**src/rtl/tx_pwr_pkg.sv**
```systemverilog
package tx_pwr_pkg;

    typedef enum logic [2:0] {
        S_IDLE,
        S_BURST,
        S_LOAD,
        S_DIVIDE,
        S_UPDATE
    } tpc_state_t;

    // dB increment for the two bits below the leading one of a power value
    function automatic logic [1:0] frac_db(input logic [1:0] f);
        unique case (f)
            2'd0:    frac_db = 2'd0;
            2'd1:    frac_db = 2'd1;
            default: frac_db = 2'd2;
        endcase
    endfunction

endpackage

```
**src/rtl/tx_pwr_meter.sv**
```systemverilog
module tx_pwr_meter #(
    parameter int IQW  = 8,
    parameter int CNTW = 10,
    localparam int SQW  = 2 * IQW + 1,
    localparam int ACCW = SQW + CNTW
) (
    input  logic                   clk,
    input  logic                   rst_n,
    input  logic                   clr,
    input  logic                   acc_en,
    input  logic signed [IQW-1:0]  iq_i,
    input  logic signed [IQW-1:0]  iq_q,
    input  logic                   load,
    output logic [ACCW-1:0]        mean,
    output logic                   done
);
    localparam int STW = $clog2(ACCW);

    logic [ACCW-1:0]       acc, quo;
    logic [CNTW-1:0]       cnt, rem, rem_nx;
    logic [CNTW:0]         rem_sh;
    logic [STW-1:0]        step;
    logic                  busy, fit;
    logic signed [2*IQW-1:0] ii, qq;
    logic [SQW-1:0]        sq;

    always_comb begin
        ii = iq_i * iq_i;
        qq = iq_q * iq_q;
        sq = SQW'($unsigned(ii)) + SQW'($unsigned(qq));
        rem_sh = {rem, quo[ACCW-1]};
        fit    = rem_sh >= {1'b0, cnt};
        rem_nx = fit ? CNTW'(rem_sh - {1'b0, cnt}) : rem_sh[CNTW-1:0];
    end

    always_ff @(posedge clk or negedge rst_n) begin
        if (!rst_n) begin
            acc  <= '0;
            cnt  <= '0;
            quo  <= '0;
            rem  <= '0;
            step <= '0;
            busy <= 1'b0;
            done <= 1'b0;
        end else begin
            done <= 1'b0;
            if (clr) begin
                acc <= '0;
                cnt <= '0;
            end else if (acc_en) begin
                acc <= acc + ACCW'(sq);
                cnt <= cnt + 1'b1;
            end
            if (load) begin
                quo  <= acc;
                rem  <= '0;
                step <= '0;
                busy <= 1'b1;
            end else if (busy) begin
                quo <= {quo[ACCW-2:0], fit};
                rem <= rem_nx;
                if (step == STW'(ACCW - 1)) begin
                    busy <= 1'b0;
                    done <= 1'b1;
                end else begin
                    step <= step + 1'b1;
                end
            end
        end
    end

    assign mean = (cnt == '0) ? '0 : quo;

    // the sample count moves only while the accumulator is enabled or cleared
    assert_count_gated_R4: assert property (@(posedge clk) disable iff (!rst_n)
        (!acc_en && !clr) |=> $stable(cnt));

    // a finished quotient never exceeds the accumulated energy
    assert_quotient_bound_R4: assert property (@(posedge clk) disable iff (!rst_n)
        done |-> (mean <= acc));

endmodule

```
**src/rtl/tx_pwr_db.sv**
```systemverilog
module tx_pwr_db
    import tx_pwr_pkg::*;
#(
    parameter int PW  = 27,
    parameter int DBW = 7
) (
    input  logic [PW-1:0]  p,
    output logic [DBW-1:0] code
);
    logic [PW-1:0] sh;
    logic [1:0]    f;
    int            k;

    always_comb begin
        k = 0;
        for (int b = 0; b < PW; b++) begin
            if (p[b]) k = b;
        end
        sh = '0;
        if (k >= 2) begin
            sh = p >> (k - 2);
            f  = sh[1:0];
        end else if (k == 1) begin
            f = {p[0], 1'b0};
        end else begin
            f = 2'd0;
        end
        code = DBW'(3 * k) + DBW'(frac_db(f));
    end

endmodule

```
**src/rtl/tx_pwr_loop.sv**
```systemverilog
module tx_pwr_loop #(
    parameter int TW   = 6,
    parameter int DBW  = 7,
    parameter int SW   = 4,
    parameter int GMAX = 50,
    parameter int GW   = 6,
    parameter int CW   = 8
) (
    input  logic [TW-1:0]         tgt_now,
    input  logic                  cl_now,
    input  logic [TW-1:0]         tgt_burst,
    input  logic [DBW-1:0]        meas,
    input  logic [SW-1:0]         max_step,
    input  logic signed [CW-1:0]  corr,
    output logic [GW-1:0]         gain,
    output logic signed [CW-1:0]  corr_next
);
    localparam int EW = ((TW > DBW) ? TW : DBW) + 2;
    localparam logic signed [EW-1:0] GMAX_S = EW'(GMAX);
    localparam logic signed [EW-1:0] ZERO_S = '0;

    logic signed [EW-1:0] tn, tb, mm, lim, ce, err, stp, acc, g;

    always_comb begin
        tn  = EW'(tgt_now);
        tb  = EW'(tgt_burst);
        mm  = EW'(meas);
        lim = EW'(max_step);
        ce  = EW'(corr);
        err = tb - mm;
        if (err > lim)       stp = lim;
        else if (err < -lim) stp = -lim;
        else                 stp = err;
        acc = ce + stp;
        if (acc > GMAX_S)       acc = GMAX_S;
        else if (acc < -GMAX_S) acc = -GMAX_S;
        corr_next = CW'(acc);
        if (cl_now) g = tn + ce;
        else        g = tn;
        if (g > GMAX_S)      g = GMAX_S;
        else if (g < ZERO_S) g = ZERO_S;
        gain = GW'(g);
    end

endmodule

```
**src/rtl/tx_pwr_ctrl.sv**
```systemverilog
module tx_pwr_ctrl
    import tx_pwr_pkg::*;
#(
    parameter int IQW  = 8,
    parameter int CNTW = 10,
    parameter int GMAX = 50,
    parameter int TW   = 6,
    parameter int SW   = 4,
    localparam int GW   = $clog2(GMAX + 1),
    localparam int ACCW = 2 * IQW + 1 + CNTW,
    localparam int DBW  = $clog2(3 * ACCW)
) (
    input  logic                  clk,
    input  logic                  rst_n,
    input  logic                  wr_en,
    input  logic                  wr_addr,
    input  logic [TW:0]           wr_data,
    input  logic                  burst_start,
    input  logic                  burst_end,
    input  logic                  iq_valid,
    input  logic signed [IQW-1:0] iq_i,
    input  logic signed [IQW-1:0] iq_q,
    output logic [GW-1:0]         tx_gain,
    output logic [DBW-1:0]        meas_code,
    output logic                  meas_valid
);
    localparam int CW = GW + 2;
    localparam int EW = ((TW > DBW) ? TW : DBW) + 2;

    tpc_state_t state, state_nx;

    logic [TW-1:0]        tgt_reg, tgt_b;
    logic                 cl_reg, cl_b;
    logic [SW-1:0]        ms_reg, ms_b;
    logic signed [CW-1:0] corr, corr_next;
    logic [GW-1:0]        gain_new;
    logic [ACCW-1:0]      mean;
    logic [DBW-1:0]       db_code;
    logic                 div_done;
    logic                 start_ok;

    assign start_ok = (state == S_IDLE) && burst_start;

    tx_pwr_meter #(.IQW(IQW), .CNTW(CNTW)) u_meter (
        .clk    (clk),
        .rst_n  (rst_n),
        .clr    (start_ok),
        .acc_en ((state == S_BURST) && iq_valid),
        .iq_i   (iq_i),
        .iq_q   (iq_q),
        .load   (state == S_LOAD),
        .mean   (mean),
        .done   (div_done)
    );

    tx_pwr_db #(.PW(ACCW), .DBW(DBW)) u_db (
        .p    (mean),
        .code (db_code)
    );

    tx_pwr_loop #(.TW(TW), .DBW(DBW), .SW(SW), .GMAX(GMAX), .GW(GW), .CW(CW)) u_loop (
        .tgt_now   (tgt_reg),
        .cl_now    (cl_reg),
        .tgt_burst (tgt_b),
        .meas      (db_code),
        .max_step  (ms_b),
        .corr      (corr),
        .gain      (gain_new),
        .corr_next (corr_next)
    );

    // state register
    always_ff @(posedge clk or negedge rst_n) begin
        if (!rst_n) state <= S_IDLE;
        else        state <= state_nx;
    end

    // transitions
    always_comb begin
        state_nx = state;
        unique case (state)
            S_IDLE:   if (burst_start) state_nx = S_BURST;
            S_BURST:  if (burst_end)   state_nx = S_LOAD;
            S_LOAD:                    state_nx = S_DIVIDE;
            S_DIVIDE: if (div_done)    state_nx = S_UPDATE;
            S_UPDATE:                  state_nx = S_IDLE;
            default:                   state_nx = S_IDLE;
        endcase
    end

    // registers and outputs
    always_ff @(posedge clk or negedge rst_n) begin
        if (!rst_n) begin
            tgt_reg    <= '0;
            cl_reg     <= 1'b0;
            ms_reg     <= '0;
            tgt_b      <= '0;
            cl_b       <= 1'b0;
            ms_b       <= '0;
            corr       <= '0;
            tx_gain    <= '0;
            meas_code  <= '0;
            meas_valid <= 1'b0;
        end else begin
            meas_valid <= 1'b0;
            if (start_ok) begin
                tx_gain <= gain_new;
                tgt_b   <= tgt_reg;
                cl_b    <= cl_reg;
                ms_b    <= ms_reg;
            end
            if (state == S_UPDATE) begin
                meas_code  <= db_code;
                meas_valid <= 1'b1;
                if (cl_b) corr <= corr_next;
            end
            if (wr_en) begin
                if (!wr_addr) begin
                    tgt_reg <= wr_data[TW-1:0];
                end else begin
                    cl_reg <= wr_data[TW];
                    ms_reg <= wr_data[SW-1:0];
                    if (!wr_data[TW]) corr <= '0;
                end
            end
        end
    end

    logic signed [EW-1:0] dcorr, ms_s;
    always_comb begin
        dcorr = EW'(corr_next) - EW'(corr);
        ms_s  = EW'(ms_b);
    end

    assert_gain_range_R8: assert property (@(posedge clk) disable iff (!rst_n)
        tx_gain <= GW'(GMAX));

    assert_gain_hold_R3: assert property (@(posedge clk) disable iff (!rst_n)
        (state != S_IDLE) |=> $stable(tx_gain));

    assert_step_limit_R7: assert property (@(posedge clk) disable iff (!rst_n)
        (state == S_UPDATE && cl_b) |-> (dcorr <= ms_s && dcorr >= -ms_s));

    assert_valid_pulse_R6: assert property (@(posedge clk) disable iff (!rst_n)
        meas_valid |=> !meas_valid);

    assert_start_ignored_R10: assert property (@(posedge clk) disable iff (!rst_n)
        (state == S_BURST && !burst_end) |=> (state == S_BURST));

endmodule

```
**config.mk**
```make
export PLATFORM = sky130hd
export DESIGN_NAME = tx_pwr_ctrl
export DESIGN_NICKNAME = d
export VERILOG_FILES = /design/src/rtl/tx_pwr_pkg.sv /design/src/rtl/tx_pwr_meter.sv /design/src/rtl/tx_pwr_db.sv /design/src/rtl/tx_pwr_loop.sv /design/src/rtl/tx_pwr_ctrl.sv
export SDC_FILE = /design/constraint.sdc
export NUM_CORES = 1
export LEC_CHECK = 0
export BUFFER_PORTS_ARGS = -buffer_cell sky130_fd_sc_hd__clkbuf_2
export CAP_MARGIN = 20
export CORE_AREA = 2 2 162 164
export CTS_CLUSTER_SIZE = 25
export DETAILED_ROUTE_END_ITERATION = 16
export DIE_AREA = 0 0 164 166
export HOLD_SLACK_MARGIN = 0.05
export PLACE_DENSITY_LB_ADDON = 0.3
export SETUP_SLACK_MARGIN = 0.4
export SYNTH_ARGS = -nofsm -noshare
export SYNTH_HDL_FRONTEND = slang
export SYNTH_SLANG_ARGS = --single-unit
export TNS_END_PERCENT = 30
```
**constraint.sdc**
```tcl
create_clock -name clk -period 10.8 [get_ports clk]
set_clock_uncertainty 0.15 [all_clocks]
set_input_delay 3.24 -clock clk [delete_from_list [all_inputs] [get_ports clk]]
set_output_delay 3.24 -clock clk [all_outputs]
set_load 0.01 [all_outputs]
```
==> results by group <==
Status
  • Run status: finished, final reports clean

Timing
  • FMAX: 101 MHz
  • Max_slew headroom: 40.5%
  • PnR worst setup slack: between 0.9 and 1 ns
  • Worst-Margin Slew: 0.870 ns
  • Final min period: 9.88 ns
  • Unrepaired setup endpoints after global routing: false
  • Final hold vios: 0
  • Max Slew Vio Count: 0
  • Final period utilization: roughly nine tenths
  • Final setup fails: 0

Finish
  • Share of layout cells above drive strength 1: between 10% and 20%
  • Top Registers: u_meter.acc: 27 flops, u_meter.quo: 27 flops
  • Commonest non-fill, non-tap cells in the layout: 165 x inv_1, 158 x nand2_1, 133 x ha_1, 125 x dfrtp_1, 112 x fa_1
  • Design Area, Final: 0.0152 mm2
  • Commonest non-fill, non-tap cell in the layout: inv_1
  • Number of inserted diodes: 0
  • Final Instance Count excl. Fillers: 1913
  • Final-stage net count: between 1500 and 2000
  • Area Growth Syn to Fin: 9.84%

Global route
  • Remaining global-route overflow: 0
  • Largest net degree at the start of global routing: 81
  • Vias in the first global route: 10450
  • First-pass GRT wire length: ~50 mm
  • GRT Overall Usage: 23.0%
  • Initial antenna violation count: 0

Critical path
  • Critical path's most frequent cell: ha_1
  • CP Class: reg -> reg
  • Max stage delay on crit path: 0.59 ns
  • Max FO, Critical Path: 14
  • CP required: 10.98 ns
  • CP max-delay cell: or4_1
  • Critical path data arrival time: about 10 ns
  • CP Capture Type: flip-flop
  • Startpoint types: flip-flop

Synthesis
  • Post-synthesis sequential area ratio: 23.2%
  • Post-Synthesis Mean Instance Area: between 8 and 9 um2
  • Post-Syn Instances: ~1500
  • Post-synth EDFFs: 0
  • Post-synth cell types: 77
  • YS warnings: 0
  • Cell Area, Synth: 0.0138 mm2
  • Top_reg_cell synth: dfrtp_1
  • Asr flop ratio synth: 100%
  • Count of state elements after synthesis: 128
  • Synth Net Count: 1815

Routing
  • Post-Route WL: around 30 mm
  • DR vias: 10918
  • Pre-antenna DRT Iters: 5
  • Post-route ant nets: 0
  • DR vias/cell: 5.71
  • Drt drc: 0
  • Detailed-route wire length per cell: 15.9 um
  • 1st-iter DRT viols: between 600 and 700

Clocking
  • H-tree level count: 4
  • Clock root cell: clkbuf_16
  • Worst-path clk slew: 0.06 ns
  • Maximum buffer depth of the clock tree: 2
  • Total clock sinks: 128
  • CTS Hold Buffers Added: 0
  • Cts bufs inserted: 17
  • Worst skew pair latency: 0.43 ns
  • CTS tree: yes

Power and ir drop
  • Leak: 7.27 nW
  • Power Density: 256 mW/mm2
  • VDD IR max: ~0.00031 V

Die
  • Die width: 164 um
  • Initial Util: 53.9%
  • Ports: 44
  • Die Y: 166 um
  • Num rows: 59
  • CORE AREA: 0.0256 mm2
  • Die Area: 0.0272 mm2

Placement
  • Placed cell area: about 0.014 mm2
  • Port Buf Inserts: 43
  • DP Worst Slack: -0.196 ns
  • Routability cong.: 0.909
  • Hpwl dp: 23.4 mm
  • DP Cell Count: 1874

Job
  • Max Cap Viol: 0

Worst hold path
  • Worst Hold Class: reg -> reg
routing by layer:
| metal | GRT usage, % | wire length [um] | vias to the layer above |
|---|---|---|---|
| met5 | 0 | 0 | - |
| met4 | 4.69 | 345 | 0 |
| met3 | 3.20 | 1250 | 27 |
| met2 | 35.5 | 14200 | 216 |
| met1 | 34.8 | 14600 | 5340 |
| li1 | - | - | 5335 |
final cells by class:
cell class              instances  area (um2)
flip-flops and latches        128        3210
fillers                      2206       10400
clock buffers                  19         443
inverters                     166         623
well taps                     335         419
multi-input cells            1193        9950
clock inverters                13         179
repair buffers                 59         358
cell families after synthesis:
family | after synthesis | synth area share, %
and+or+nand+nor | 470 | 16.3
AOI/OAI and AO/OA | 327 | 15.7
adders and majority gates | 250 | 28.8
buffers and inverters | 215 | 5.91
DFF | 128 | 23.2
xor gates and xnor gates | 91 | 5.77
muxes | 55 | 4.28
stage by stage:
step | hold slack [ns] | setup TNS, ns | total power, mW | util [%]
3_5_place_dp | 0.316 | -1.03 | 3.24 | 56.0
5_1_grt | 0.360 | 0 | 4.26 | 59.2
4_1_cts | 0.334 | 0 | 3.87 | 58.5
3_3_place_gp | 0.309 | 0 | 3.18 | 56.0
6_report | 0.325 | 0 | 3.88 | 59.2
2_1_floorplan | 0.294 | 0 | 2.71 | -
synth_stat cells (all sizes together), types with 16 or more instances:
cell type | instances | share of area, %
nand2 | 160 | 4.4
o21ai | 107 | 3.9
nor3 | 24 | 0.87
a21o | 23 | 1.2
clkbuf | 42 | 1.1
fa | 113 | 16
dfrtp | 128 | 23
xor2 | 31 | 2.0
nor2b | 26 | 1.2
inv | 166 | 4.5
a21oi | 57 | 2.1
nor2 | 101 | 2.7
and3 | 16 | 0.72
ha | 136 | 12
mux2i | 40 | 2.9
nand3 | 37 | 1.3
xnor2 | 60 | 3.8
a211oi | 21 | 1.3
and2 | 38 | 1.7
report_power, final:
part / internal [mW] / switching (mW) / leakage, nW
Sequential: 0.488 / 0.0113 / 1.72
Combinational: 1.23 / 1.54 / 5.25
Clock: 0.375 / 0.239 / 0.306
Total: 2.09 / 1.79 / 7.27
path summary, 6_finish.rpt:
| check | slack, ns | end | cells after the start | start |
|---|---|---|---|---|
| worst max-delay path | 0.92 | corr[3] | 47 | u_meter.quo[8] |
| worst min-delay path | 0.32 | meas_code[1] | 2 | meas_code[1] |
| worst max register to register | 0.92 | corr[3] | 47 | u_meter.quo[8] |
| worst min register to register | 0.32 | meas_code[1] | 2 | meas_code[1] |
| max in group asynchronous | 6.77 | u_meter.quo[8] | 3 | rst_n |
| min in group asynchronous | 2.68 | meas_code[4] | 1 | rst_n |
critical path, delay by kind of cell, from the launching register on:
family          cells  cell delay [ns]
fa+ha+maj          10             2.79
buf+inv             4             0.23
compound gates     15             2.92
flops               1             0.45
simple gates       16             2.89
xor+xnor            2             0.34
repair_timing:
item | CTS | global route
hold endpoints to repair | 0 | 0
buffers inserted | 0 | 6
pin swaps | 0 | 11
setup endpoints to repair | 8 | 8
gates resized for setup | 8 | 26
No activity file was read; power rests on OpenSTA's default activity.
